<file path="config.mk">
export PLATFORM = sky130hd
export DESIGN_NAME = ibr_bridge
export DESIGN_NICKNAME = d
export VERILOG_FILES = /design/src/rtl/ibr_pkg.sv /design/src/rtl/ibr_host_regs.sv /design/src/rtl/ibr_cmd_fsm.sv /design/src/rtl/ibr_bridge.sv
export SDC_FILE = /design/constraint.sdc
export NUM_CORES = 1
export LEC_CHECK = 0
export ABC_AREA = 1
export BUFFER_PORTS_ARGS = -buffer_cell sky130_fd_sc_hd__buf_4
export CELL_PAD_IN_SITES_DETAIL_PLACEMENT = 0
export CELL_PAD_IN_SITES_GLOBAL_PLACEMENT = 1
export CORE_ASPECT_RATIO = 0.5
export CORE_UTILIZATION = 33
export CTS_CLUSTER_SIZE = 12
export DETAILED_ROUTE_END_ITERATION = 12
export PLACE_DENSITY = 0.86
export SETUP_SLACK_MARGIN = 0.15
export SLEW_MARGIN = 20
export SYNTH_ARGS = -nofsm -noshare
export SYNTH_HDL_FRONTEND = slang
export SYNTH_HIERARCHICAL = 1
export SYNTH_SLANG_ARGS = --single-unit
export TNS_END_PERCENT = 20
</file>
<file path="constraint.sdc">
create_clock -name clk -period 1.9 [get_ports clk]
set_input_delay 0.38 -clock clk [delete_from_list [all_inputs] [get_ports clk]]
set_output_delay 0.38 -clock clk [all_outputs]
set_load 0.05 [all_outputs]
</file>
<file path="src/rtl/ibr_pkg.sv">
// Package: shared encodings for the indirect register bridge.
// Assumes a 16-byte host window with word-aligned registers.
package ibr_pkg;
    localparam int CMD_RD_BIT  = 0;
    localparam int CMD_WR_BIT  = 1;
    localparam int CMD_ACK_BIT = 2;

    typedef enum logic [1:0] {
        SEL_CMD   = 2'd0,
        SEL_ADDR  = 2'd1,
        SEL_RDATA = 2'd2,
        SEL_WDATA = 2'd3
    } reg_sel_e;

    typedef enum logic [1:0] {
        ST_IDLE  = 2'd0,
        ST_RUN   = 2'd1,
        ST_DONE  = 2'd2,
        ST_DRAIN = 2'd3
    } cmd_state_e;

    typedef struct packed {
        logic ack;
        logic wr;
        logic rd;
    } cmd_bits_t;
endpackage

</file>
<file path="src/rtl/ibr_host_regs.sv">
// Module: host-facing window. It decodes host writes into the address and
// write-data registers, flags command writes, and multiplexes read data.
// Assumes HOST_AW >= 4 and DN_AW <= DATA_W; address bits [1:0] are ignored.
module ibr_host_regs
    import ibr_pkg::*;
#(
    parameter int DATA_W  = 32,
    parameter int DN_AW   = 16,
    parameter int HOST_AW = 4
) (
    input  logic               clk,
    input  logic               rst_n,
    input  logic               hst_wr,
    input  logic [HOST_AW-1:0] hst_addr,
    input  logic [DATA_W-1:0]  hst_wdata,
    output logic [DATA_W-1:0]  hst_rdata,
    input  cmd_bits_t          cmd_bits,
    input  logic [DATA_W-1:0]  rdata_q,
    output logic [DN_AW-1:0]   addr_q,
    output logic [DATA_W-1:0]  wdata_q,
    output logic               cmd_wr_stb,
    output logic [1:0]         cmd_req
);
    localparam int CMD_PAD = DATA_W - 3;

    reg_sel_e sel;
    logic     unused_host_bits;

    assign sel              = reg_sel_e'(hst_addr[3:2]);
    assign unused_host_bits = ^{hst_addr[1:0], hst_addr[HOST_AW-1:2]};

    // Flag command writes and pass the two request bits on.
    always_comb begin
        cmd_wr_stb = hst_wr && (sel == SEL_CMD);
        cmd_req    = hst_wdata[CMD_WR_BIT:CMD_RD_BIT];
    end

    // Capture the target address and write data from host writes.
    always_ff @(posedge clk) begin
        if (!rst_n) begin
            addr_q  <= '0;
            wdata_q <= '0;
        end else if (hst_wr) begin
            if (sel == SEL_ADDR)  addr_q  <= hst_wdata[DN_AW-1:0];
            if (sel == SEL_WDATA) wdata_q <= hst_wdata;
        end
    end

    // Select the window word that the host is reading.
    always_comb begin
        unique case (sel)
            SEL_CMD:   hst_rdata = {{CMD_PAD{1'b0}}, cmd_bits};
            SEL_ADDR:  hst_rdata = DATA_W'(addr_q);
            SEL_RDATA: hst_rdata = rdata_q;
            default:   hst_rdata = wdata_q;
        endcase
    end
endmodule

</file>
<file path="src/rtl/ibr_cmd_fsm.sv">
// Module: command state machine. It accepts one request at a time,
// drives the downstream request with values captured at launch, raises the
// acknowledge bit after the handshake and captures read data.
// Assumes dn_rdata is valid in the cycle dn_ready is high.
module ibr_cmd_fsm
    import ibr_pkg::*;
#(
    parameter int DATA_W = 32,
    parameter int DN_AW  = 16
) (
    input  logic              clk,
    input  logic              rst_n,
    input  logic              cmd_wr_stb,
    input  logic [1:0]        cmd_req,
    input  logic [DN_AW-1:0]  addr_q,
    input  logic [DATA_W-1:0] wdata_q,
    output cmd_bits_t         cmd_bits,
    output logic [DATA_W-1:0] rdata_q,
    output logic              dn_req,
    output logic              dn_we,
    output logic [DN_AW-1:0]  dn_addr,
    output logic [DATA_W-1:0] dn_wdata,
    input  logic [DATA_W-1:0] dn_rdata,
    input  logic              dn_ready
);
    cmd_state_e state, state_nx;
    logic clear_cmd, start_rd, start_wr, start, hs, finish;

    // Classify this cycle's command write and the bus handshake.
    always_comb begin
        clear_cmd = cmd_wr_stb && (cmd_req == 2'b00);
        start_rd  = cmd_wr_stb && (cmd_req == 2'b01) && (state == ST_IDLE);
        start_wr  = cmd_wr_stb && (cmd_req == 2'b10) && (state == ST_IDLE);
        start     = start_rd || start_wr;
        hs        = dn_req && dn_ready;
        finish    = (state == ST_RUN) && hs && !clear_cmd;
    end

    // Next-state decision for the command sequence.
    always_comb begin
        state_nx = state;
        unique case (state)
            ST_IDLE:  if (start) state_nx = ST_RUN;
            ST_RUN: begin
                if (clear_cmd)  state_nx = hs ? ST_IDLE : ST_DRAIN;
                else if (hs)    state_nx = ST_DONE;
            end
            ST_DONE:  if (clear_cmd) state_nx = ST_IDLE;
            default:  if (hs) state_nx = ST_IDLE;
        endcase
    end

    // State register.
    always_ff @(posedge clk) begin
        if (!rst_n) state <= ST_IDLE;
        else        state <= state_nx;
    end

    // Host-visible command bits: set on launch, ack on finish, clear on zero.
    always_ff @(posedge clk) begin
        if (!rst_n || clear_cmd) begin
            cmd_bits <= '0;
        end else if (start) begin
            cmd_bits.rd <= start_rd;
            cmd_bits.wr <= start_wr;
        end else if (finish) begin
            cmd_bits.ack <= 1'b1;
        end
    end

    // Downstream request and its captured address, data and direction.
    always_ff @(posedge clk) begin
        if (!rst_n) begin
            dn_req   <= 1'b0;
            dn_we    <= 1'b0;
            dn_addr  <= '0;
            dn_wdata <= '0;
        end else if (start) begin
            dn_req   <= 1'b1;
            dn_we    <= start_wr;
            dn_addr  <= addr_q;
            dn_wdata <= wdata_q;
        end else if (hs) begin
            dn_req   <= 1'b0;
        end
    end

    // Read-data capture on a read that completes with its command standing.
    always_ff @(posedge clk) begin
        if (!rst_n)                rdata_q <= '0;
        else if (finish && !dn_we) rdata_q <= dn_rdata;
    end
endmodule

</file>
<file path="src/rtl/ibr_bridge.sv">
// Module: top of the indirect register bridge. It joins the host window
// decoder and the command state machine. Host reads are combinational;
// one downstream transfer is outstanding at most.
module ibr_bridge
    import ibr_pkg::*;
#(
    parameter int DATA_W  = 32,
    parameter int DN_AW   = 16,
    parameter int HOST_AW = 4
) (
    input  logic               clk,
    input  logic               rst_n,
    input  logic               hst_wr,
    input  logic [HOST_AW-1:0] hst_addr,
    input  logic [DATA_W-1:0]  hst_wdata,
    output logic [DATA_W-1:0]  hst_rdata,
    output logic               dn_req,
    output logic               dn_we,
    output logic [DN_AW-1:0]   dn_addr,
    output logic [DATA_W-1:0]  dn_wdata,
    input  logic [DATA_W-1:0]  dn_rdata,
    input  logic               dn_ready
);
    cmd_bits_t         cmd_bits;
    logic [DATA_W-1:0] rdata_q;
    logic [DN_AW-1:0]  addr_q;
    logic [DATA_W-1:0] wdata_q;
    logic              cmd_wr_stb;
    logic [1:0]        cmd_req;

    ibr_host_regs #(.DATA_W(DATA_W), .DN_AW(DN_AW), .HOST_AW(HOST_AW)) u_regs (
        .clk(clk), .rst_n(rst_n), .hst_wr(hst_wr), .hst_addr(hst_addr),
        .hst_wdata(hst_wdata), .hst_rdata(hst_rdata), .cmd_bits(cmd_bits),
        .rdata_q(rdata_q), .addr_q(addr_q), .wdata_q(wdata_q),
        .cmd_wr_stb(cmd_wr_stb), .cmd_req(cmd_req)
    );

    ibr_cmd_fsm #(.DATA_W(DATA_W), .DN_AW(DN_AW)) u_fsm (
        .clk(clk), .rst_n(rst_n), .cmd_wr_stb(cmd_wr_stb), .cmd_req(cmd_req),
        .addr_q(addr_q), .wdata_q(wdata_q), .cmd_bits(cmd_bits),
        .rdata_q(rdata_q), .dn_req(dn_req), .dn_we(dn_we), .dn_addr(dn_addr),
        .dn_wdata(dn_wdata), .dn_rdata(dn_rdata), .dn_ready(dn_ready)
    );
endmodule

</file>
==> implementation parameters, run 1 <==
Parameter                              Value

Status
  Status ... completed

Synth
  Post-synthesis cell type with the largest combined area ... sky130_fd_sc_hd__dfxtp_1
  Simple-gate share of the synthesized area ... 28.8%
  Number of nets produced by synthesis ... 901
  Register area share after synthesis ... 47.3%
  Share of the synthesized area in the top cell type ... 47.3%
  Post-Syn Area per Cell ... 6.91 um2
  Number of distinct standard cells referenced by the synthesized netlist ... 25
  Most numerous cell in the Yosys netlist ... sky130_fd_sc_hd__nor2_1
  Compound-gate portion of the synthesized area ... 11.9%
  Cell types with the largest area share after synthesis ... sky130_fd_sc_hd__dfxtp_1 47%, sky130_fd_sc_hd__nor2_1 13%, sky130_fd_sc_hd__nand2_1 11%, sky130_fd_sc_hd__o21ai_0 8.1%, sky130_fd_sc_hd__inv_1 5.9%
  Arithmetic-cell share of the synthesized area counting full adders, half adders and majority gates ... 0.657%
  Most frequent cells after synthesis ... 202 x sky130_fd_sc_hd__nor2_1, 170 x sky130_fd_sc_hd__nand2_1, 135 x sky130_fd_sc_hd__dfxtp_1
  Async SR Flop Fraction ... 0%
  Leading register cell type out of synthesis ... sky130_fd_sc_hd__dfxtp_1
  Multiplexer area fraction after synthesis ... 0%
  Count of synthesis-stage warnings from yosys ... 6
  Combinational family with the most area after synthesis ... simple AND/OR/NAND/NOR gates
  Post-synthesis share of cell area spent on xor and xnor gates ... 0%
  Flip-flop and latch count after synthesis ... 135
  Gate count of the mapped netlist ... 826
  Number of enable flip-flop cells after synthesis ... 0
  Cell area after synthesis ... 0.00571 mm2

Route
  First DRT Iteration DRCs ... 268
  Via Count ... 5460
  Per-cell routed wire length ... 13.4 um
  Number of iterations in the first detailed-routing pass ... 4
  Post-route antenna net violation count ... 0
  Overall routed net length ... 16200 um
  Via-to-Cell Ratio ... 4.52
  Number of DRC violations after detailed routing ... 0

Finish
  Growth of design area from synthesis to finish ... 36.7%
  Multi-input combinational cell area ... 0.00241 mm2
  Final net count ... 1044
  N_diodes ... 0
  Ratio of cells with drive above 1 in the final layout ... 22.7%
  Number of non-filler instances in the completed layout ... 1209
  Filler cell count in the final layout ... 1738
  Sequential cell area ... 0.00270 mm2

Placement
  Final weighted congestion of routability-driven global placement ... 0.799
  Post-DP HPWL ... 10900 um
  Input/output buffers ... 151
  Count of placed standard cells including taps ... 1177

Job
  Max_cap viols ... 0

Clock tree
  Hold buffers post-CTS ... 0
  Maximum clock insertion buffer count ... 2
  CTS H-Tree Depth ... 4
  Clock buffer count from CTS ... 17
  Buffers inserted during post-CTS setup optimization ... 0
  Clock-pin slew reported for the worst setup and hold paths after clock tree synthesis ... 60 ps
  TritonCTS clock tree ... built
  Clk Tree Root Cell ... sky130_fd_sc_hd__clkbuf_16
  Number of clock sinks ... 135
  Insertion delay to the later sink of the worst-skew pair ... 420 ps

STA
  Tcrit/Tclk final ... 92.2%
  Final count of pins violating max slew ... 0
  Minimum clock period after layout ... 1750 ps
  Highest clock frequency the design can meet ... 0.571 GHz
  Slew at the pin closest to its max-slew limit ... 489 ps
  Final Hold Viols ... 0
  Final number of setup-violating endpoints ... 0
  Sum of negative setup slack ... 0 ps
  Headroom to the max-slew limit ... 67.4%
  Clock tree skew after final layout ... 10.1 ps
  Setup repair after global routing missed its margin ... yes

Power and ir drop
  Static Leak ... 0.00384 uW
  Power Dens Cells ... 1000 mW/mm2
  Overall power after layout ... 7810 uW
  Maximum ir drop on the vdd rail ... 0.000669 V

Worst setup path
  Largest fanout of any net on the critical path ... 15
  Worst endpoint data arrival time ... 1370 ps
  Nature of the critical path startpoint ... input pin
  Critical path type ... input pin to output pin
  Required time at the endpoint of the critical path ... 1520 ps
  Crit end category ... output pin

Die
  Placeable core region ... 0.0166 mm2
  Width of the chip ... 188 um
  Std-Cell Rows ... 33
  Ports placed on the boundary ... 154
  Initial cell density of the core ... 34.3%
  Die footprint ... 0.0179 mm2
  Chip height ... 95.0 um

Global routing
  Wire length of the first global-routing pass ... 25800 um
  Global-route usage over all layers ... 18.6%
  Maximum number of pins on one net before global-route repair ... 65
  Antenna violations before repair ... 0
  Aggregate global routing overflow ... 0
  Vias in the first global route ... 5212

Worst hold path
  Min-Delay Path Class ... input pin to flip-flop
==> cell type report <==
type,count,area share (%)
multi-input combinational,550,30.8
sequential,135,34.6
tap,227,3.64
inverter,92,4.42
timing repair buffer,173,18.2
clock buffer,21,6.03
clock inverter,11,2.20
==> report_power, final <==
| part | switching [uW] | internal (uW) | leakage (uW) |
|---|---|---|---|
| Clock | 1270 | 2300 | 0.000309 |
| Sequential | 85.7 | 2980 | 0.00110 |
| Combinational | 766 | 407 | 0.00244 |
| Total | 2130 | 5690 | 0.00384 |
==> kinds of logic after synthesis <==
logic type      Yosys count
flops                   135
simple gates            412
buf+inv                 141
compound gates          135
fa+ha+maj                 3
==> what timing repair did <==
action                     in CTS  in global routing
gates resized for setup         1                  1
setup endpoints to repair       1                  5
pin swaps                       0                  0
==> per-layer routing <==
layer  track usage (%)  vias to the layer above  wire length [um]
met1              22.1                     2492              7350
met5                 0                        -                 0
met2              32.2                      120              7690
li1                  -                     2829                 -
met3              5.35                       19               959
met4              6.57                        0               187
==> through the flow <==
| step | cell area (um2) | utilization, % | worst slack [ps] | hold slack, ps |
|---|---|---|---|---|
| finish | 7800 | 46.9 | 147 | 179 |
| floorplan | 5750 | - | -77.8 | 424 |
| global placement | 7160 | 43.0 | 137 | 431 |
| global route | 7800 | 46.9 | 93.0 | 179 |
| CTS | 7800 | 46.9 | 160 | 165 |
| detailed placement | 7160 | 43.0 | 85.9 | 435 |
==> cell usage in the layout (no fill, tap or decap), types with 8 or more instances in the layout <==
cell | synthesis | layout
sky130_fd_sc_hd__nor2_1 | 202 | 201
sky130_fd_sc_hd__nand2_1 | 170 | 170
sky130_fd_sc_hd__buf_4 | 7 | 163
sky130_fd_sc_hd__dfxtp_1 | 135 | 135
sky130_fd_sc_hd__inv_1 | 89 | 89
sky130_fd_sc_hd__o21ai_0 | 92 | 80
sky130_fd_sc_hd__a21oi_1 | 37 | 37
sky130_fd_sc_hd__nand3_1 | 27 | 27
sky130_fd_sc_hd__clkbuf_16 | 0 | 17
sky130_fd_sc_hd__buf_12 | 0 | 10
sky130_fd_sc_hd__o21ai_2 | 0 | 9
sky130_fd_sc_hd__o21ai_1 | 5 | 8
==> path summary, 6_finish.rpt <==
kind | start | to | slack, ps | depth (start not counted)
setup / recovery | hst_addr[2] | hst_rdata[24] | 150 | 5
hold / removal | hst_wdata[31] | u_regs/wdata_q[31] | 180 | 3
setup reg to reg | u_fsm/state[0] | u_fsm/dn_wdata[18] | 340 | 7
hold reg to reg | u_fsm/rdata_q[15] | u_fsm/rdata_q[15] | 440 | 2
==> state kept, by name, indices dropped and copies added, names as in the netlist <==
register,count
u_fsm/dn_wdata,32
u_fsm/rdata_q,32
u_regs/wdata_q,32
u_fsm/dn_addr,16
u_regs/addr_q,16
u_fsm/cmd_bits,3
u_fsm/state,2
u_fsm/dn_req,1
u_fsm/dn_we,1
==> critical path, stage by stage <==
cell	delay (ps)
sky130_fd_sc_hd__buf_4	160
sky130_fd_sc_hd__nand2_1	110
sky130_fd_sc_hd__buf_4	230
sky130_fd_sc_hd__o21ai_0	240
sky130_fd_sc_hd__buf_4	240
(Power assumes the default switching activity.)
==> run 2: changes to the inputs <==
MAX_ROUTING_LAYER = met4   (was default)
SETUP_SLACK_MARGIN = 0.1   (was 0.15)
==> run 2 against run 1 <==
Against the previous run:
- cell count is the same
- global-route usage about the same
- total power increased by 1.8%
- sequential share of layout area hardly changed
- clock skew about the same
- cell area is essentially flat
- routed wire length shrank 2.0%
- critical endpoint is now hst_rdata[6]
- highest routed layer unchanged
==> implementation parameters, run 2 (synthesized netlist as in run 1, its figures left out) <==
Parameter                              Value

Status
  Status ... completed (unchanged)

Die
  Placeable core region ... 0.0166 mm2 (unchanged)
  Width of the chip ... 188 um (unchanged)
  Ports placed on the boundary ... 154 (unchanged)
  Die footprint ... 0.0179 mm2 (unchanged)
  Std-Cell Rows ... 33 (unchanged)
  Chip height ... 95.0 um (unchanged)
  Initial cell density of the core ... 34.3% (unchanged)

Worst setup path
  Largest fanout of any net on the critical path ... 13 (was 15)
  Required time at the endpoint of the critical path ... 1520 ps (about the same)
  Worst endpoint data arrival time ... 1340 ps (was 1370 ps)
  Cells along the critical path ... buf_4, buf_4, inv_2, nor2_4, buf_12, nand2_1, nand3_1, buf_6 (was buf_4, nand2_1, buf_4, o21ai_0, buf_4)
  Destination of the worst register-to-register timing path ... u_fsm/cmd_bits[2] (was u_fsm/dn_wdata[18])
  Nature of the critical path startpoint ... input pin (unchanged)
  Slowest library cell on the worst path ... sky130_fd_sc_hd__buf_4 (was sky130_fd_sc_hd__o21ai_0)
  Crit end category ... output pin (unchanged)
  Startpoint of the worst-slack reg-to-reg timing path ... u_fsm/state[0] (unchanged)
  FF-to-FF path depth ... 8 (was 7)
  Critical path type ... input pin to output pin (unchanged)
  Critical path's largest stage delay ... 180 ps (was 240 ps)
  Most used cell along the critical path ... sky130_fd_sc_hd__buf_4 (unchanged)
  Worst reg2reg setup slack ... 320 ps (was 340 ps)
  Critical path startpoint ... hst_addr[2] (unchanged)

STA
  Final number of setup-violating endpoints ... 0 (unchanged)
  Slew at the pin closest to its max-slew limit ... 401 ps (was 489 ps)
  Hold slack ... 191 ps (was 179 ps)
  Highest clock frequency the design can meet ... 0.582 GHz (was 0.571 GHz)
  Headroom to the max-slew limit ... 73.3% (was 67.4%)
  Final Hold Viols ... 0 (unchanged)
  Clock tree skew after final layout ... 10.6 ps (was 10.1 ps)
  Tcrit/Tclk final ... 90.4% (was 92.2%)
  Minimum clock period after layout ... 1720 ps (was 1750 ps)
  Setup repair after global routing missed its margin ... no (was yes)
  Final count of pins violating max slew ... 0 (unchanged)

Power and ir drop
  Static Leak ... 0.00383 uW (was 0.00384 uW)
  Overall power after layout ... 7950 uW (was 7810 uW)
  Maximum ir drop on the vdd rail ... 0.000697 V (was 0.000669 V)
  Power Dens Cells ... 1020 mW/mm2 (was 1000 mW/mm2)

Clock tree
  Clock buffer count from CTS ... 17 (unchanged)
  Clk Tree Root Cell ... sky130_fd_sc_hd__clkbuf_16 (unchanged)
  TritonCTS clock tree ... built (unchanged)
  CTS H-Tree Depth ... 4 (unchanged)
  Clock-pin slew reported for the worst setup and hold paths after clock tree synthesis ... 60 ps (about the same)
  Number of clock sinks ... 135 (unchanged)
  Maximum clock insertion buffer count ... 2 (unchanged)
  Insertion delay to the later sink of the worst-skew pair ... 410 ps (was 420 ps)
  Hold buffers post-CTS ... 0 (unchanged)

Global routing
  Antenna violations before repair ... 0 (unchanged)
  Global-route usage over all layers ... 18.6% (about the same)
  Wire length of the first global-routing pass ... 24900 um (was 25800 um)
  Aggregate global routing overflow ... 0 (unchanged)
  Vias in the first global route ... 5015 (was 5212)
  Maximum number of pins on one net before global-route repair ... 77 (was 65)

Finish
  Multi-input combinational cell area ... 0.00237 mm2 (was 0.00241 mm2)
  Sequential cell area ... 0.00270 mm2 (unchanged)
  Biggest registers after layout ... u_fsm/dn_wdata: 32 flops, u_fsm/rdata_q: 32 flops, u_regs/wdata_q: 32 flops (unchanged)
  Final net count ... 1044 (unchanged)
  Ratio of cells with drive above 1 in the final layout ... 22.0% (was 22.7%)
  Most common library cell in the layout ignoring fill and taps ... sky130_fd_sc_hd__nor2_1 (unchanged)
  Leading cell types in the layout, fill and taps excluded ... 201 x sky130_fd_sc_hd__nor2_1, 170 x sky130_fd_sc_hd__nand2_1, 162 x sky130_fd_sc_hd__buf_4 (was 201 x sky130_fd_sc_hd__nor2_1, 170 x sky130_fd_sc_hd__nand2_1, 163 x sky130_fd_sc_hd__buf_4)
  Filler cell count in the final layout ... 1716 (was 1738)
  N_diodes ... 0 (unchanged)
  Growth of design area from synthesis to finish ... 36.7% (about the same)
  Number of non-filler instances in the completed layout ... 1209 (unchanged)
  Share of the core filled with cells in the final layout ... 46.9% (about the same)

Worst hold path
  Min-Delay Path Class ... input pin to flip-flop (unchanged)
  Hold Crit Start ... hst_wdata[22] (was hst_wdata[31])
  Hold Path End ... u_regs/wdata_q[22] (was u_regs/wdata_q[31])
  Cell depth of the worst hold path ... 3 (unchanged)

Route
  Overall routed net length ... 15900 um (was 16200 um)
  Via-to-Cell Ratio ... 4.47 (was 4.52)
  Number of DRC violations after detailed routing ... 0 (unchanged)
  First DRT Iteration DRCs ... 249 (was 268)
  Number of iterations in the first detailed-routing pass ... 4 (unchanged)
  Post-route antenna net violation count ... 0 (unchanged)
  Per-cell routed wire length ... 13.1 um (was 13.4 um)
  Via Count ... 5403 (was 5460)

Placement
  Post-DP HPWL ... 10600 um (was 10900 um)
  Input/output buffers ... 151 (unchanged)
  Final weighted congestion of routability-driven global placement ... 0.840 (was 0.799)
  Count of placed standard cells including taps ... 1176 (was 1177)

Job
  Max_cap viols ... 0 (unchanged)
## run 2: worst max-delay path: cells and delay by family
kind / cells / cell delay (ps)
simple gates: 3 / 270
buf+inv: 5 / 680
## run 2: report_power, final
part / switching [uW] / internal (uW)
logic: 760 / 404
registers: 84.5 / 2980
clock network: 1260 / 2470
total: 2100 / 5850
## run 2: metal layers
metal	track usage, %	up-vias	part of all wire, %
li1	-	2827	-
met1	23.5	2472	50
met2	29.4	98	46
met3	3.90	6	3.4
met4	6.64	0	0.66
met5	-	-	0
## run 2: stage by stage
stage	setup WS, ps	area, um2	TNS [ps]
global placement	71.8	7100	0
CTS	142	7800	0
detailed placement	53.2	7100	0
finish	182	7810	0
floorplan	-247	5710	-2940
global route	101	7810	0
## run 2: worst max-delay path by stage
stage,to,depth (start not counted)
2_1_floorplan,hst_rdata[17],3
3_5_place_dp,hst_rdata[6],6
3_3_place_gp,hst_rdata[6],6
4_1_cts,hst_rdata[6],8
5_1_grt,hst_rdata[18],6
6_report,hst_rdata[6],8
## run 2: area by class of cell
cell class              count  share of cell area, %
inverters                  92                   4.47
multi-input cells         550                   30.3
repair buffers            173                   18.3
flip-flops and latches    135                   34.6
well taps                 227                   3.64
clock buffers              21                   6.15
clock inverters            11                   2.48
## run 2: repair_timing
action,in CTS,in global routing
setup endpoints to repair,12,1
setup buffers,1,0
endpoints found under the hold margin,0,0
pin swaps,0,0
resized for setup,1,1
